$ cat src/rtl/pwm_gray_pkg.sv
package pwm_gray_pkg;
  localparam int GS_W   = 12;
  localparam int CHAN_N = 16;

  // strobes handed from control to datapath each grayscale clock
  typedef struct packed {
    logic            blank;    // synchronized blank level
    logic [GS_W-1:0] cntNext;  // value the shared counter takes at this edge
  } ctrlStrobe_t;
endpackage

$ cat src/rtl/pwm_gray_ctrl.sv
module pwm_gray_ctrl
  import pwm_gray_pkg::*;
(
  input  logic        clk,
  input  logic        rstN,
  input  logic        blankIn,
  output ctrlStrobe_t strobe,
  output logic        cycleDone
);
  localparam logic [GS_W-1:0] FULL     = '1;
  localparam logic [GS_W-1:0] NEAR_END = FULL - 1'b1;

  logic [1:0]      syncQ;
  logic            blankSync;
  logic [GS_W-1:0] cnt;
  logic [GS_W-1:0] cntNext;

  // two-flop synchronizer; comes out of reset in the blanked state
  always_ff @(posedge clk or negedge rstN) begin
    if (!rstN) syncQ <= 2'b11;
    else       syncQ <= {syncQ[0], blankIn};
  end
  assign blankSync = syncQ[1];

  always_comb begin
    if (blankSync)        cntNext = '0;
    else if (cnt == FULL) cntNext = FULL;
    else                  cntNext = cnt + 1'b1;
  end

  always_ff @(posedge clk or negedge rstN) begin
    if (!rstN) begin
      cnt       <= '0;
      cycleDone <= 1'b0;
    end else begin
      cnt       <= cntNext;
      cycleDone <= !blankSync && (cnt == NEAR_END);
    end
  end

  assign strobe.blank   = blankSync;
  assign strobe.cntNext = cntNext;
endmodule

$ cat src/rtl/pwm_gray_dp.sv
module pwm_gray_dp
  import pwm_gray_pkg::*;
#(
  parameter int CHANNELS    = CHAN_N,
  parameter int STEP_CYCLES = 1
)(
  input  logic                     clk,
  input  logic                     rstN,
  input  ctrlStrobe_t              strobe,
  input  logic [CHANNELS*GS_W-1:0] gsWord,
  output logic [CHANNELS-1:0]      baseOn,
  output logic [CHANNELS-1:0]      chanOn
);
  localparam logic [GS_W-1:0] FULL = '1;

  // count window shared by all channels: counting and not yet saturated
  logic inWindow;
  assign inWindow = !strobe.blank && (strobe.cntNext != '0) && (strobe.cntNext != FULL);

  for (genvar ch = 0; ch < CHANNELS; ch++) begin : g_chan
    localparam int DEPTH = ch * STEP_CYCLES;
    logic [GS_W-1:0] code;
    logic            hit;
    logic            lagged;

    assign code = gsWord[ch*GS_W +: GS_W];
    assign hit  = inWindow && (strobe.cntNext <= code);

    always_ff @(posedge clk or negedge rstN) begin
      if (!rstN) baseOn[ch] <= 1'b0;
      else       baseOn[ch] <= hit;
    end

    if (DEPTH == 0) begin : g_direct
      assign lagged = baseOn[ch];
    end else if (DEPTH == 1) begin : g_one
      logic stage;
      always_ff @(posedge clk or negedge rstN) begin
        if (!rstN)             stage <= 1'b0;
        else if (strobe.blank) stage <= 1'b0;
        else                   stage <= baseOn[ch];
      end
      assign lagged = stage;
    end else begin : g_chain
      logic [DEPTH-1:0] pipe;
      always_ff @(posedge clk or negedge rstN) begin
        if (!rstN)             pipe <= '0;
        else if (strobe.blank) pipe <= '0;
        else                   pipe <= {pipe[DEPTH-2:0], baseOn[ch]};
      end
      assign lagged = pipe[DEPTH-1];
    end

    assign chanOn[ch] = lagged && !strobe.blank;
  end
endmodule

$ cat src/rtl/pwm_gray_top.sv
module pwm_gray_top
  import pwm_gray_pkg::*;
#(
  parameter int CHANNELS    = CHAN_N,
  parameter int STEP_CYCLES = 1
)(
  input  logic                     clk,
  input  logic                     rstN,
  input  logic                     blankIn,
  input  logic [CHANNELS*GS_W-1:0] gsWord,
  output logic [CHANNELS-1:0]      chanOn,
  output logic                     cycleDone
);
  ctrlStrobe_t         strobe;
  logic [CHANNELS-1:0] baseOn;

  pwm_gray_ctrl u_ctrl (
    .clk       (clk),
    .rstN      (rstN),
    .blankIn   (blankIn),
    .strobe    (strobe),
    .cycleDone (cycleDone)
  );

  pwm_gray_dp #(
    .CHANNELS    (CHANNELS),
    .STEP_CYCLES (STEP_CYCLES)
  ) u_dp (
    .clk    (clk),
    .rstN   (rstN),
    .strobe (strobe),
    .gsWord (gsWord),
    .baseOn (baseOn),
    .chanOn (chanOn)
  );
endmodule

$ cat config.mk
export PLATFORM = sky130hd
export DESIGN_NAME = pwm_gray_top
export DESIGN_NICKNAME = d
export VERILOG_FILES = /design/src/rtl/pwm_gray_pkg.sv /design/src/rtl/pwm_gray_ctrl.sv /design/src/rtl/pwm_gray_dp.sv /design/src/rtl/pwm_gray_top.sv
export SDC_FILE = /design/constraint.sdc
export NUM_CORES = 1
export LEC_CHECK = 0
export CORE_ASPECT_RATIO = 1.2
export CORE_MARGIN = 2
export CORE_UTILIZATION = 65
export CTS_CLUSTER_SIZE = 25
export DETAILED_ROUTE_END_ITERATION = 12
export DONT_BUFFER_PORTS = 1
export GPL_TIMING_DRIVEN = 0
export PLACE_DENSITY = 0.8
export RECOVER_POWER = 100
export SLEW_MARGIN = 10
export SYNTH_ARGS = -nofsm -noshare
export SYNTH_HDL_FRONTEND = slang
export SYNTH_SLANG_ARGS = --single-unit
$ cat constraint.sdc
create_clock -name clk -period 5.29 [get_ports clk]
set_input_delay 0.2645 -clock clk [delete_from_list [all_inputs] [get_ports clk]]
set_output_delay 0.2645 -clock clk [all_outputs]
set_load 0.02 [all_outputs]
==> tab_implementation.tex <==
\begin{tabular}{lr}
\hline
Metric & Value \\
\hline
\multicolumn{2}{l}{\textbf{Worst setup path}} \\
CP Data Arrival Time & 4.80 ns \\
CP Data Required Time & 5.60 ns \\
CP max FO & 10 \\
Type of origin of the critical path & flip-flop \\
Classification of the worst setup path & flip-flop to flip-flop \\
Kind of capture point of the worst setup path & flip-flop \\
\multicolumn{2}{l}{\textbf{Drt}} \\
Sum of routed wire length over all layers & 25500 um \\
Post-route DRC violation count & 0 \\
Drt first pass iters & 5 \\
Antenna-violating nets left & 0 \\
Number of DRC markers after the initial detailed-route iteration & 489 \\
Ratio of routed vias to standard cells & 5.92 \\
Number of vias after detailed routing & 8060 \\
Post-DR wirelength/cell & 18.7 um \\
\multicolumn{2}{l}{\textbf{Placed design}} \\
HPWL after DPL & 18400 um \\
Count of port buffers added during placement & 0 \\
Routability congestion estimate & 0.965 \\
\multicolumn{2}{l}{\textbf{Logic synthesis}} \\
Count of yosys warnings during synthesis & 0 \\
Register area share after synthesis & 0.363 \\
Flip-flop and latch count after synthesis & 151 \\
Async set or reset register ratio after synthesis & 1.00 \\
Syn\_nets & 1485 \\
Area fraction of the dominant cell type after synthesis & 0.358 \\
Top cells by area, synth & sky130\_fd\_sc\_hd\_\_dfrtp\_1, sky130\_fd\_sc\_hd\_\_ha\_1, sky130\_fd\_sc\_hd\_\_nor2b\_1 \\
Count of flip-flops with a built-in enable after synthesis & 0 \\
Post-synthesis cell count & 1112 \\
Cell taking the most area after synthesis & sky130\_fd\_sc\_hd\_\_dfrtp\_1 \\
Cell area after synthesis & 10400 um2 \\
Average cell area after synthesis & 9.36 um2 \\
Number of distinct standard cells referenced by the synthesized netlist & 65 \\
Primary flip-flop cell chosen by synthesis mapping & sky130\_fd\_sc\_hd\_\_dfrtp\_1 \\
\multicolumn{2}{l}{\textbf{STA}} \\
Worst Max-Slew Pin Slew & 3.47 ns \\
Maximum achievable frequency & 0.222 GHz \\
Setup repair after global routing missed its margin & no \\
Relative max-transition margin & -1.31 \\
Final hold viol count & 0 \\
Number of max-slew violations in the final report & 177 \\
Time the final worst path needs with I/O delays and setup & 4.50 ns \\
Clock skew & 0.00829 ns \\
Total of endpoints with negative setup slack in the final report & 0 \\
Setup TNS & 0 ns \\
Period Utilization, post-route & 0.850 \\
\multicolumn{2}{l}{\textbf{Outcome}} \\
Run status & finished with violations \\
Violations in the final reports & max-capacitance violations, max-slew violations \\
\multicolumn{2}{l}{\textbf{Floorplanning}} \\
Horizontal extent of the die & 120 um \\
Number of core rows & 50 \\
Initial Util & 0.665 \\
Core Region & 15600 um2 \\
Total die area & 17000 um2 \\
Height of the die & 143 um \\
Number of ports placed on the die boundary & 212 \\
\multicolumn{2}{l}{\textbf{Clock network}} \\
Clock root buffer & sky130\_fd\_sc\_hd\_\_clkbuf\_16 \\
Clk buf depth & 2 \\
Total clock buffers created by CTS & 17 \\
Deepest level of the CTS H-tree & 4 \\
Number of clock sinks & 151 \\
Post\_cts resized & 0 \\
CTS tree & yes \\
Skew-Pair Late Insertion Delay & 0.42 ns \\
Clock-pin slew reported for the worst setup and hold paths after clock tree synthesis & 0.06 ns \\
\multicolumn{2}{l}{\textbf{Cells and area}} \\
Final net count & 1514 \\
Area growth from synthesis to layout & 8.92\% \\
Final design utilization & 0.725 \\
Fraction of layout instances using a drive strength above 1 & 0.0529 \\
Number of antenna cells inserted & 0 \\
\multicolumn{2}{l}{\textbf{Global route}} \\
Initial antenna violation count & 0 \\
Pin count of the biggest net entering global routing & 152 \\
Number of global-route vias before repair & 8142 \\
Overall routing resource usage & 0.308 \\
Global-route congestion overflow total & 0 \\
Global-route wire length before repair & 40600 um \\
\multicolumn{2}{l}{\textbf{Power}} \\
Max IR drop VDD & 0.000254 V \\
Total power density per cell area & 231 nW/um2 \\
Total leakage power & 6.05 nW \\
\multicolumn{2}{l}{\textbf{Job}} \\
Max Cap Viol & 3 \\
\multicolumn{2}{l}{\textbf{Min path}} \\
Min-Delay Path Class & input port to flip-flop \\
\hline
\end{tabular}
[critical path, cell delays in order (launching register included)]
cell,delay [ns]
sky130_fd_sc_hd__dfrtp_1,0.49
sky130_fd_sc_hd__ha_1,0.31
sky130_fd_sc_hd__and3_1,0.18
sky130_fd_sc_hd__clkbuf_1,0.32
sky130_fd_sc_hd__nand3_1,0.39
sky130_fd_sc_hd__a21oi_1,0.91
sky130_fd_sc_hd__buf_8,0.26
sky130_fd_sc_hd__ha_1,0.26
sky130_fd_sc_hd__and4b_1,0.19
sky130_fd_sc_hd__a211oi_1,0.30
sky130_fd_sc_hd__o22ai_1,0.14
sky130_fd_sc_hd__a221oi_1,0.27
sky130_fd_sc_hd__o21ai_1,0.10
sky130_fd_sc_hd__a21boi_0,0.26
[per-layer routing]
layer	global-route usage	vias to the layer above	routed length, um
met3	0.0713	79	1670
met4	0.133	0	969
met1	0.362	3798	10000
met5	0	-	0
li1	-	3884	-
met2	0.540	299	12800
[synth_stat cells (all sizes together) (12+ instances only)]
library cell and count:
a21oi 61, clkbuf 16, dfrtp 149, ha 178
inv 173, nand2 57, nand2b 14, nand3 43
nand4 25, nor2 21, nor2b 140, nor3 16
nor4 12, o21ai 38, xnor2 14
[power by group]
group	switching (W)	internal [W]	leakage (nW)	total, W
clock	0.000498	0.000611	0.253	0.00111
combinational	0.000191	0.000116	3.75	0.000307
sequential	0.0000120	0.00119	2.05	0.00120
total	0.000700	0.00191	6.05	0.00262
[flip-flops by register name, indices dropped and copies added, names as in the netlist]
name	flops
u_ctrl.syncQ	2
u_ctrl.cycleDone	1
u_dp.g_chan.g_chain.pipe	119
u_ctrl.cnt	12
u_dp.g_chan.g_one.stage	1
u_dp.g_chan.lagged	1
u_dp.baseOn	15
[kinds of logic (layout without fill, tap and decap cells)]
| logic type | count (synthesis) | count (layout) | share of synthesized area |
|---|---|---|---|
| muxes | 1 | 1 | 0.00108 |
| AOI/OAI and AO/OA | 194 | 194 | 0.125 |
| buffers and inverters | 200 | 242 | 0.0792 |
| xor gates and xnor gates | 16 | 16 | 0.0135 |
| DFF | 151 | 151 | 0.363 |
| and+or+nand+nor | 371 | 371 | 0.203 |
| adders and majority gates | 179 | 179 | 0.215 |
[final cells by class]
type                    count  area [um2]
repair buffers             10         131
clock buffers              18         429
inverters                 174         658
clock inverters            14         115
fillers                  1164        4310
flip-flops and latches    151        3780
well taps                 208         260
multi-input cells         761        5800
plain buffers              26         159
[per-stage QoR]
step / total power [W] / instances / area (um2) / hold WS, ns / setup WS [ns]
after floorplan: 0.00142 / 1112 / 10400 / -0.0311 / 1.35
final: 0.00262 / 1362 / 11300 / 0.0845 / 0.794
after detailed placement: 0.00150 / 1327 / 10800 / -0.0269 / 1.36
after CTS: 0.00263 / 1362 / 11400 / 0.0511 / 1.28
after global routing: 0.00273 / 1362 / 11300 / 0.0849 / 0.550
after global placement: 0.00149 / 1320 / 10700 / -0.0248 / -0.596
[worst paths after layout]
path                                       from  slack (ns)                                to  cells after the start
worst max-delay path              u_ctrl.cnt[0]        0.79                    u_dp.baseOn[3]                     13
worst min-delay path                gsWord[126]        0.08                   u_dp.baseOn[10]                      2
worst max register to register    u_ctrl.cnt[0]        0.79                    u_dp.baseOn[3]                     13
worst min register to register  u_ctrl.syncQ[0]        0.36                   u_ctrl.syncQ[1]                      0
max in group asynchronous                  rstN        1.69                     u_ctrl.cnt[2]                      2
min in group asynchronous                  rstN        1.61  u_dp.g_chan[14].g_chain.pipe[13]                      2
[what timing repair did]
action                     CTS  global route
setup endpoints to repair    0             0
hold buffers                 3             0
hold endpoints to repair   152             0
setup buffers                0             0
[cell usage in the layout, fill, tap and decap left out, types with 6 or more instances in the layout]
master / netlist / layout
sky130_fd_sc_hd__inv_6: 0 / 6
sky130_fd_sc_hd__and3_1: 6 / 7
sky130_fd_sc_hd__o21ai_0: 35 / 36
sky130_fd_sc_hd__nor3_1: 16 / 16
sky130_fd_sc_hd__nor2_1: 21 / 21
sky130_fd_sc_hd__clkbuf_16: 0 / 17
sky130_fd_sc_hd__a221oi_1: 7 / 7
sky130_fd_sc_hd__and2_1: 10 / 7
sky130_fd_sc_hd__clkbuf_1: 16 / 18
sky130_fd_sc_hd__nand4_1: 25 / 25
sky130_fd_sc_hd__o21a_1: 11 / 11
sky130_fd_sc_hd__ha_1: 178 / 178
sky130_fd_sc_hd__o31ai_1: 8 / 8
sky130_fd_sc_hd__buf_6: 5 / 7
sky130_fd_sc_hd__nand3_1: 42 / 43
sky130_fd_sc_hd__or3_1: 6 / 6
sky130_fd_sc_hd__nor4_1: 12 / 12
sky130_fd_sc_hd__nand2_1: 57 / 57
sky130_fd_sc_hd__a21oi_1: 61 / 59
sky130_fd_sc_hd__xnor2_1: 14 / 14
sky130_fd_sc_hd__and4_1: 7 / 7
sky130_fd_sc_hd__nor2b_1: 140 / 140
sky130_fd_sc_hd__a211oi_1: 10 / 11
sky130_fd_sc_hd__nand2b_1: 14 / 14
sky130_fd_sc_hd__a21o_1: 11 / 11
sky130_fd_sc_hd__dfrtp_1: 149 / 149
sky130_fd_sc_hd__inv_1: 173 / 173
(Power assumes the default switching activity.)
